File: src/rtl/lp_sleep_pkg.sv
package lp_sleep_pkg;

    // Sequencer states; the encoding carries no external meaning.
    typedef enum logic [1:0] {
        LP_AWAKE  = 2'd0,
        LP_ENTER  = 2'd1,
        LP_ASLEEP = 2'd2,
        LP_EXIT   = 2'd3
    } lp_state_e;

endpackage

File: src/rtl/lp_req_sync.sv
module lp_req_sync #(
    parameter int STAGES = 2
) (
    input  logic clk,
    input  logic rst_n,
    input  logic async_in,
    output logic sync_out
);

    logic [STAGES-1:0] sh_d;
    logic [STAGES-1:0] sh_q;

    // Each stage takes the one before it; stage 0 takes the raw request.
    for (genvar g = 0; g < STAGES; g++) begin : g_stage
        if (g == 0) begin : g_first
            assign sh_d[g] = async_in;
        end else begin : g_next
            assign sh_d[g] = sh_q[g-1];
        end
    end

    always_ff @(posedge clk or negedge rst_n) begin
        if (!rst_n) begin
            sh_q <= '0;
        end else begin
            sh_q <= sh_d;
        end
    end

    assign sync_out = sh_q[STAGES-1];

endmodule

File: src/rtl/lp_recov_timer.sv
module lp_recov_timer #(
    parameter int CYC = 6
) (
    input  logic clk,
    input  logic rst_n,
    input  logic load,
    output logic busy
);

    localparam int W = $clog2(CYC + 1);

    logic [W-1:0] cnt_d;
    logic [W-1:0] cnt_q;

    always_comb begin
        cnt_d = cnt_q;
        if (load) begin
            cnt_d = W'(CYC);
        end else if (cnt_q != '0) begin
            cnt_d = cnt_q - W'(1);
        end
    end

    always_ff @(posedge clk or negedge rst_n) begin
        if (!rst_n) begin
            cnt_q <= '0;
        end else begin
            cnt_q <= cnt_d;
        end
    end

    assign busy = (cnt_q != '0);

    // a load always opens a recovery period on the next cycle.
    assert_load_opens_window_R5: assert property (@(posedge clk) disable iff (!rst_n)
        load |=> busy);

endmodule

File: src/rtl/lp_sleep_seq.sv
module lp_sleep_seq #(
    parameter int SYNC_STAGES = 2,
    parameter int ENT_CYC     = 2,
    parameter int EXIT_CYC    = 2,
    parameter int REC_CYC     = 6
) (
    input  logic clk,
    input  logic rst_n,
    input  logic sleep_req,
    input  logic sel_en,
    input  logic strobe_a,
    input  logic strobe_b,
    input  logic acc_busy,
    output logic sleep_active,
    output logic acc_block,
    output logic acc_void,
    output logic proto_err
);

    import lp_sleep_pkg::*;

    localparam int STEP_MAX = (ENT_CYC > EXIT_CYC) ? ENT_CYC : EXIT_CYC;
    localparam int STEP_W   = $clog2(STEP_MAX + 1);

    typedef struct packed {
        lp_state_e         st;
        logic [STEP_W-1:0] step;
        logic              void_f;
        logic              err;
    } seq_regs_t;

    seq_regs_t r_d;
    seq_regs_t r_q;
    logic      req_s;
    logic      rec_load;
    logic      rec_busy;
    logic      bus_act;
    logic      viol_win;

    lp_req_sync #(.STAGES(SYNC_STAGES)) u_sync (
        .clk      (clk),
        .rst_n    (rst_n),
        .async_in (sleep_req),
        .sync_out (req_s)
    );

    lp_recov_timer #(.CYC(REC_CYC)) u_recov (
        .clk   (clk),
        .rst_n (rst_n),
        .load  (rec_load),
        .busy  (rec_busy)
    );

    assign bus_act  = sel_en | strobe_a | strobe_b;
    assign viol_win = (r_q.st == LP_ENTER) | rec_busy;

    always_comb begin
        r_d        = r_q;
        r_d.void_f = 1'b0;
        rec_load   = 1'b0;
        unique case (r_q.st)
            LP_AWAKE: begin
                if (req_s) begin
                    r_d.st     = LP_ENTER;
                    r_d.step   = '0;
                    r_d.void_f = acc_busy;
                end
            end
            LP_ENTER: begin
                if (r_q.step == STEP_W'(ENT_CYC - 1)) begin
                    r_d.st = LP_ASLEEP;
                end else begin
                    r_d.step = r_q.step + STEP_W'(1);
                end
            end
            LP_ASLEEP: begin
                if (!req_s) begin
                    r_d.st   = LP_EXIT;
                    r_d.step = '0;
                    rec_load = 1'b1;
                end
            end
            LP_EXIT: begin
                if (r_q.step == STEP_W'(EXIT_CYC - 1)) begin
                    r_d.st = LP_AWAKE;
                end else begin
                    r_d.step = r_q.step + STEP_W'(1);
                end
            end
            default: r_d.st = LP_AWAKE;
        endcase
        if (viol_win && bus_act) begin
            r_d.err = 1'b1;
        end
    end

    always_ff @(posedge clk or negedge rst_n) begin
        if (!rst_n) begin
            r_q <= '{st: LP_AWAKE, step: '0, void_f: 1'b0, err: 1'b0};
        end else begin
            r_q <= r_d;
        end
    end

    assign sleep_active = (r_q.st == LP_ASLEEP);
    assign acc_block    = (r_q.st != LP_AWAKE) | rec_busy;
    assign acc_void     = r_q.void_f;
    assign proto_err    = r_q.err;

    // the array only starts resting straight out of the entry phase.
    assert_rest_follows_entry_R3: assert property (@(posedge clk) disable iff (!rst_n)
        $rose(sleep_active) |-> $past(r_q.st) == LP_ENTER);

    // the void mark only appears in the first entry cycle.
    assert_void_only_entering_R6: assert property (@(posedge clk) disable iff (!rst_n)
        acc_void |-> (r_q.st == LP_ENTER && r_q.step == '0));

    // the inhibit is released only once fully awake.
    assert_release_only_awake_R5: assert property (@(posedge clk) disable iff (!rst_n)
        $fell(acc_block) |-> (r_q.st == LP_AWAKE && !sleep_active));

    // the violation flag never clears without reset.
    assert_err_sticky_R7: assert property (@(posedge clk) disable iff (!rst_n)
        $past(proto_err) |-> proto_err);

    // leaving the resting state always enters the exit phase.
    assert_rest_leaves_to_exit_R4: assert property (@(posedge clk) disable iff (!rst_n)
        $fell(sleep_active) |-> r_q.st == LP_EXIT);

endmodule

File: config.mk
export PLATFORM = sky130hd
export DESIGN_NAME = lp_sleep_seq
export DESIGN_NICKNAME = d
export VERILOG_FILES = /design/src/rtl/lp_sleep_pkg.sv /design/src/rtl/lp_req_sync.sv /design/src/rtl/lp_recov_timer.sv /design/src/rtl/lp_sleep_seq.sv
export SDC_FILE = /design/constraint.sdc
export NUM_CORES = 1
export LEC_CHECK = 0
export CORE_AREA = 2 2 39 41
export CTS_BUF_LIST = sky130_fd_sc_hd__clkbuf_4
export DETAILED_ROUTE_END_ITERATION = 7
export DIE_AREA = 0 0 41 43
export HOLD_SLACK_MARGIN = 0.05
export PLACE_DENSITY = 0.68
export SLEW_MARGIN = 20
export SYNTH_ARGS = -nofsm -noshare
export SYNTH_HDL_FRONTEND = slang
export SYNTH_SLANG_ARGS = --single-unit
File: constraint.sdc
create_clock -name clk -period 1.85 [get_ports clk]
set_clock_uncertainty 0.15 [all_clocks]
set_input_delay 0.37 -clock clk [delete_from_list [all_inputs] [get_ports clk]]
set_output_delay 0.37 -clock clk [all_outputs]
set_load 0.005 [all_outputs]
## Yosys cells after proc, flatten, opt, wreduce, memory -nomap -nowiden

Cells that the tools add are included.

| word-level totals | value |
|---|---|
| register bits | 11 |
| input bits | 7 |
| output and inout port bits | 4 |
| word-level logic and storage cells | 38 |

| cells by class | value |
|---|---|
| $add $sub $neg | 2 |
| eq/ne operators | 8 |
| multiplexer cells | 11 |
| bitwise logic cells | 4 |
| reductions and logical operators | 7 |

Operators by type and width:

| operator | number |
|---|---|
| one-hot mux 4 bit (4 select lines) | 1 |
| 2-to-1 mux 2 bit | 3 |
| 2-to-1 mux 3 bit | 2 |
| 2-to-1 mux 5 bit | 1 |
| == test 2 x 1 -> 1 bit, second input constant | 2 |
| == test 2 bit, second input constant | 2 |
| 2-to-1 mux 4 bit | 1 |
| != test 2 x 1 -> 1 bit, second input constant | 2 |
| != test 2 bit, second input constant | 2 |
| OR 1 bit | 4 |
| AND reduction 4 bit | 1 |
| nonzero test 2 bit | 2 |
| 2-to-1 mux 1 bit | 3 |
| nonzero test 3 bit | 1 |
| subtractor 3 x 1 -> 3 bit, second input constant | 1 |
| adder 2 x 1 -> 2 bit, second input constant | 1 |
| zero test 2 bit | 1 |
| AND reduction 2 bit | 1 |
| logical AND 1 bit | 1 |

## Longest topological paths before layout

Gate-level depths: netlist of the first run.

| depth | value |
|---|---|
| word-level depth | 3 |
| depth in mapped cells | 5 |
| gate-level depth less buffers | 5 |

## By module

A second synthesis of the first run with hierarchy kept.

| unflattened totals | value |
|---|---|
| cell total of the unflattened synthesis | 50 |
| area, all modules | 590.6 µm² |

Modules (own cells, without submodules):

| module | instances | cells each | area an instance (µm²) |
|---|---|---|---|
| lp_sleep_seq | 1 | 31 | 356.6 |
| lp_recov_timer | 1 | 17 | 183.9 |
| lp_req_sync | 1 | 2 | 50.0 |

## Least setup slack after synthesis of the first run

No wires, ideal clock.

| path | value |
|---|---|
| path type | register -> register |
| start point | register r_q[4] (netlist name) |
| end point | register r_q[5] (netlist name) |
| setup time | 125 ps |
| arrival | 1315 ps |
| required time | 1575 ps |
| path slack | 260 ps |
| cell stages (with the launch flop) | 6 |
| buffers on the path | 0 |
| period minus slack after synthesis | 1590 ps |
| path through | dfrtp_1 -> inv_1 -> ha_1 -> mux2i_2 -> o21ai_2 -> mux2_4 |

| on the way | value |
|---|---|
| word-level cells in the longest chain between the ends | 3 |
| elaborated cells between the ends (all ways) | 10 |
| those cells by class | eq/ne: 7; mux: 1; reduce/logical: 2 |

RTL lines:

| element | line | RTL |
|---|---|---|
| start: declaration | lp_sleep_seq.sv:33 | `seq_regs_t r_q;` |
| start signal: assignment | lp_sleep_seq.sv:99 | `r_q <= '{st: LP_AWAKE, step: '0, void_f: 1'b0, err: 1'b0};` |
| start signal: assignment | lp_sleep_seq.sv:101 | `r_q <= r_d;` |
| == test 2 bit, or another cell as far along | lp_sleep_seq.sv:61 | `unique case (r_q.st)` |
| != test 2 bit (no source line) or != test 2 x 1 -> 1 bit (tied branches) | - |  |
| AND reduction 4 bit (no source line) | - |  |

Parallel ways exist; a longest one is shown, timed or not.
A chain may end at the register's enable or synchronous reset.

## Final worst setup path of the first run

| path | value |
|---|---|
| start point | register r_q[5] (netlist name) |
| end point | register r_q[5] (netlist name) |

The elaborated chain is that of the path after synthesis.

==> results.md, run 1 <==
* Max Clk Rate at between 0.5 and 0.6 GHz
* GRT Total Usage at 0.1417
* Type of origin of the critical path: flop
* Max_cap viols at 0
* Reg clk slew, reported paths at 0.06 ns
* Status: completed
* RSZ-0062 raised after global routing: no
* Antenna diodes at 0
* Pre-CTS setup slack at 0.007287 ns
* Synth Instances at approximately 50
* Crit. End Element: flop
* Die ar. at roughly 1800 µm²
* Hold buffers post-CTS at 0
* Post-synthesis cell type count at 21
* Port Buf Inserts at 10
* Synth top area share at 0.4752
* CTS tree: yes
* Layout cells sized above 1 at 0.3143
* Endpoints failing setup at 0
* Height of the chip at around 43 µm
* Slew HR at 0.6706
* Detailed-router iteration count before antenna repair at 2
* Area leader, netlist: dfrtp_1
* Placed insts at 79
* Longest Clk Path Bufs at 2
* Final hold vios at 0
* Insertion delay to the later sink of the worst-skew pair at roughly 0.26 ns
* WP data arrival at around 1.8 ns
* First-pass GRT wire length at about 1600 µm
* Via count of the routed design at 410
* Synthesized net count at 64
* Mean post-synth cell area at 11.82 µm²
* Io pins at 11
* Synth top area cells: dfrtp_1 48%, ha_1 17%, mux2i_1 5.2%, inv_1 2.6%, mux2_4 2.6%
* Routed WL at approximately 1000 µm
* Dpl hpwl at approximately 730 µm
* Synth-to-Final Area Change at 35.21%
* Core area at ~1400 µm²
* ANT nets after route at 0
* Register area share after synthesis at 0.4752
* RD Place Congestion at 0.7385
* Register bit total from synthesis at 11
* Initial DRC count at 3
* WL/cell at roughly 11 µm
* Die X at 41 µm
* Kind of critical path: flop to flop
* Grt total ovfl at 0
* CTS Buf Count at 3
* Initial Util at 0.4186
* Fin crit share at 0.9540
* Peak VDD IR at ~0.94 mV
* Post-route DRC at 0
* Fillers at roughly 130
* Largest net degree at the start of global routing at 12
* Worst setup margin at 0.08512 ns
* Cell area after synthesis at between 500 and 600 µm²
* Pwr/cell area at 1508 nW/µm²
* Actual slew at the worst max-slew pin at roughly 0.49 ns
* Number of global-route vias before repair at roughly 430
* Worst Path Max Fanout at 5
* Num rows at 14
* CP Data Required Time at ~1.9 ns
* Drt via density at approximately 4.8
* H-tree Lvls at 1
* Total clock sinks at 11
* Syn. warnings at 0
* Leakage power at roughly 0.39 nW
* CTS Root Cell: clkbuf_4
* Final Max Tran Viols at 0
* Non-Filler Instances at between 80 and 90
* # nets final at between 80 and 90
* Final min period at ~1.8 ns
* Initial antenna violation count at 0
* Worst min-delay path category: flop to flop
==> Yosys cell counts, drive strengths merged <==
cell type  instances
dfrtp             11
ha                 8
inv                4
mux2i              4
nand2              3
and2               2
mux2               2
nor2               2
nor2b              2
o21ai              2
o21bai             2
a21oi              1
and2b              1
and3               1
nand2b             1
nor3               1
o211ai             1
xnor2              1
==> critical path, stage by stage (launching register included) <==
cell and delay [ns]:
dfrtp_1 0.42, inv_1 0.08, ha_2 0.20, buf_4 0.14, mux2i_2 0.23, o21ai_2 0.12
mux2_4 0.31
==> placed cells by master, fill, tap and decap left out <==
master            n
clkbuf_4          4
and2_1            2
and3_1            1
dlygate4sd2_1     1
o211ai_1          1
inv_2             3
nor2b_1           2
mux2_2            1
mux2_4            1
buf_4             7
inv_1             1
ha_1              5
nor3_1            1
o21ai_2           1
ha_2              3
clkdlybuf4s50_1   8
clkbuf_2          1
o21ai_0           1
nor2_1            2
nand2b_1          1
xnor2_1           1
o21bai_1          2
mux2i_2           1
dfrtp_1          11
nand2_1           3
mux2i_1           3
a21oi_1           1
and2b_1           1
==> state kept, by name, summed over array words and instances, names as in the netlist <==
| name | cells |
|---|---|
| u_sync.sh_q | 2 |
| proto_err | 1 |
| acc_void | 1 |
| r_q | 4 |
| u_recov.cnt_q | 3 |
==> final cells by class <==
type	count	area [µm²]	area share
repair buffers	17	146.4	0.1869
flip-flops and latches	11	275.3	0.3514
well taps	16	20.02	0.02556
multi-input cells	34	296.5	0.3786
inverters	4	15.01	0.01917
clock buffers	4	30.03	0.03834
==> report_power, final <==
group | switching [W] | internal [W]
Sequential | 0.0000563 | 0.000316
Combinational | 0.000273 | 0.000366
Clock | 0.0000727 | 0.0000980
Total | 0.000402 | 0.000779
==> worst paths after layout <==
check                               start               end  slack (ns)  cells past startpoint
setup / recovery                   r_q[5]            r_q[5]        0.09                      6
hold / removal             u_sync.sh_q[0]    u_sync.sh_q[1]        0.20                      0
setup reg to reg                   r_q[5]            r_q[5]        0.09                      6
hold reg to reg            u_sync.sh_q[0]    u_sync.sh_q[1]        0.20                      0
max in group asynchronous           rst_n            r_q[4]        0.93                      1
min in group asynchronous           rst_n  u_recov.cnt_q[2]        0.29                      1
==> cells by family after synthesis <==
| group | after synthesis | share of synthesized area |
|---|---|---|
| adder cells (fa/ha/maj) | 8 | 0.1728 |
| multiplexers | 6 | 0.1209 |
| AO/OA/AOI/OAI | 6 | 0.07126 |
| XOR/XNOR | 1 | 0.01512 |
| AND/OR/NAND/NOR | 13 | 0.1188 |
| flip-flops | 11 | 0.4752 |
| buffers and inverters | 4 | 0.02591 |
==> per-layer routing <==
layer	track usage	routed length, µm
met5	0	0
met4	0.1000	11
met3	0.03141	55
met2	0.2250	471
met1	0.1554	438
==> timing repair <==
| action | in CTS | in global routing |
|---|---|---|
| buffers inserted | 1 | 2 |
| setup endpoints to repair | 2 | 2 |
| gates resized for setup | 4 | 6 |
| gates cloned | 0 | 0 |
| pin swaps | 0 | 0 |
==> metrics by stage <==
| stage | area, µm² | total power, W | utilization | hold slack (ns) | TNS [ns] |
|---|---|---|---|---|---|
| 2_1_floorplan | 579.3 | 0.0007639 | - | -0.07559 | 0 |
| 3_3_place_gp | 729.5 | 0.0009456 | 0.5271 | 0.1838 | 0 |
| 3_5_place_dp | 729.5 | 0.0009594 | 0.5271 | 0.1936 | 0 |
| 4_1_cts | 767.0 | 0.001153 | 0.5543 | 0.2093 | -0.003284 |
| 5_1_grt | 783.3 | 0.001295 | 0.5660 | 0.2234 | 0 |
| 6_report | 783.3 | 0.001182 | 0.5660 | 0.2046 | 0 |
No activity file was read; power rests on OpenSTA's default activity.
==> run 2, diff against run 1 <==
- clock period: 1.85 -> 1.8 ns (I/O delays scaled with it)
==> results.md, run 2 (same netlist as run 1, synthesis figures left out) <==
* H-tree Lvls at 1
* ANT nets after route at 0
* Total clock sinks at 11
* Biggest regs: r_q (4), u_recov.cnt_q (3), u_sync.sh_q (2)
* Num rows at 14
* Largest reg by FF count: r_q
* Fin area at about 850 µm²
* Final hold vios at 0
* Drt via density at 4.582
* CP Data Required Time at between 1.5 and 2 ns
* Placed insts at between 80 and 90
* CTS Buf Count at 3
* Final min period at about 1.7 ns
* Largest net degree at the start of global routing at 12
* CTS tree: yes
* Max_cap viols at 0
* Pwr Total at between 0.001 and 0.0015 W
* Crit. End Element: flop
* Int Pwr at 0.0009045 W
* Sequential fraction of design power at 0.278
* Worst min-delay path category: flop to flop
* Dpl hpwl at between 700 and 800 µm
* Largest register FFs at 4
* Pre-CTS setup slack at -0.01445 ns
* Layout cells sized above 1 at 0.3600
* Hold buffers post-CTS at 0
* Number of global-route vias before repair at around 450
* DP Area at approximately 770 µm²
* Gate power share at 0.591
* Synth-to-Final Area Change at 46.65%
* Detailed-router iteration count before antenna repair at 2
* Die X at between 40 and 50 µm
* GRT Total Usage at 0.1503
* Status: completed
* Insertion delay to the later sink of the worst-skew pair at approximately 0.26 ns
* Initial Util at 0.4186
* # nets final at just over 90
* Initial DRC count at 17
* Clock power frac at 0.131
* Post-route DRC at 0
* Worst Path Max Fanout at 4
* Kind of critical path: flop to flop
* Leakage power at roughly 0.42 nW
* Non-Filler Instances at 91
* CTS Root Cell: clkbuf_4
* Worst setup margin at just under 0.09 ns
* Final Max Tran Viols at 0
* Slew HR at 0.6630
* Longest Clk Path Bufs at 2
* Height of the chip at around 43 µm
* Initial antenna violation count at 0
* WL/cell at between 10 and 15 µm
* RD Place Congestion at 0.7448
* Peak VDD IR at between 0.8 and 0.9 mV
* Die ar. at around 1800 µm²
* Endpoints failing setup at 0
* WP data arrival at 1.71 ns
* RSZ-0062 raised after global routing: no
* Type of origin of the critical path: flop
* Pwr/cell area at 1606 nW/µm²
* Port Buf Inserts at 10
* Max Clk Rate at just under 0.6 GHz
* First-pass GRT wire length at ~1700 µm
* Grt total ovfl at 0
* Antenna diodes at 0
* Commonest non-fill, non-tap cell in the layout: buf_4
* Via count of the routed design at 417
* Fin crit share at 0.9519
* Most frequent cells in the layout: 12 x buf_4, 11 x dfrtp_1, 8 x clkdlybuf4s50_1
* P_sw at between 0.0004 and 0.0005 W
* Core area at approximately 1400 µm²
* Actual slew at the worst max-slew pin at roughly 0.50 ns
* Fillers at about 120
* Io pins at 11
* Reg clk slew, reported paths at around 0.07 ns
* Routed WL at 1021 µm
* Switching Share at 0.3371
## run 2: cell type report
type	instances	area, µm²	share of cell area
repair buffers	22	183.9	0.2165
well taps	16	20.02	0.02356
clock buffers	4	30.03	0.03535
multi-input cells	34	325.3	0.3829
inverters	4	15.01	0.01767
flip-flops and latches	11	275.3	0.3240
## run 2: timing repair
action	4_1_cts	5_1_grt
gates resized for setup	7	6
cloned	0	0
endpoints found under the setup margin	2	2
setup buffers	3	0
pin swaps	0	0
hold endpoints to repair	0	0
## run 2: critical path, stage by stage, from the launching register on
cell and delay [ns]:
dfrtp_1 0.36, inv_2 0.07, buf_4 0.14, ha_4 0.16, buf_4 0.14, mux2i_4 0.18, o21ai_2 0.11, mux2_4 0.30
## run 2: path summary, 6_finish.rpt
path	startpoint	to	slack, ns	depth (start not counted)
worst min-delay path	u_sync.sh_q[0]	u_sync.sh_q[1]	0.20	0
max in group asynchronous	rst_n	r_q[2]	0.88	1
worst max-delay path	r_q[4]	r_q[5]	0.09	7
worst min register to register	u_sync.sh_q[0]	u_sync.sh_q[1]	0.20	0
min in group asynchronous	rst_n	u_recov.cnt_q[0]	0.28	1
worst max register to register	r_q[4]	r_q[5]	0.09	7
## run 2: through the flow
step | util | setup TNS (ns) | hold WS (ns)
after floorplan | - | 0 | -0.08559
after global placement | 0.5543 | 0 | 0.1837
after detailed placement | 0.5543 | -0.01445 | 0.1944
after CTS | 0.6085 | -0.06200 | 0.2099
after global routing | 0.6139 | 0 | 0.2245
final | 0.6139 | 0 | 0.2050
## run 2: power by group through the flow
stage,registers (W),clock network [W],logic [W]
2_1_floorplan,0.000377,0,0.000408
3_5_place_dp,0.000372,0,0.000710
3_3_place_gp,0.000370,0,0.000693
4_1_cts,0.000374,0.000193,0.000790
6_report,0.000379,0.000179,0.000807
5_1_grt,0.000385,0.000204,0.000903
## run 2: per-layer routing
| metal | wire length, µm | GRT usage |
|---|---|---|
| met1 | 434 | 0.1468 |
| met4 | 12 | 0.1200 |
| met3 | 56 | 0.03141 |
| met2 | 516 | 0.2500 |
| met5 | 0 | 0 |
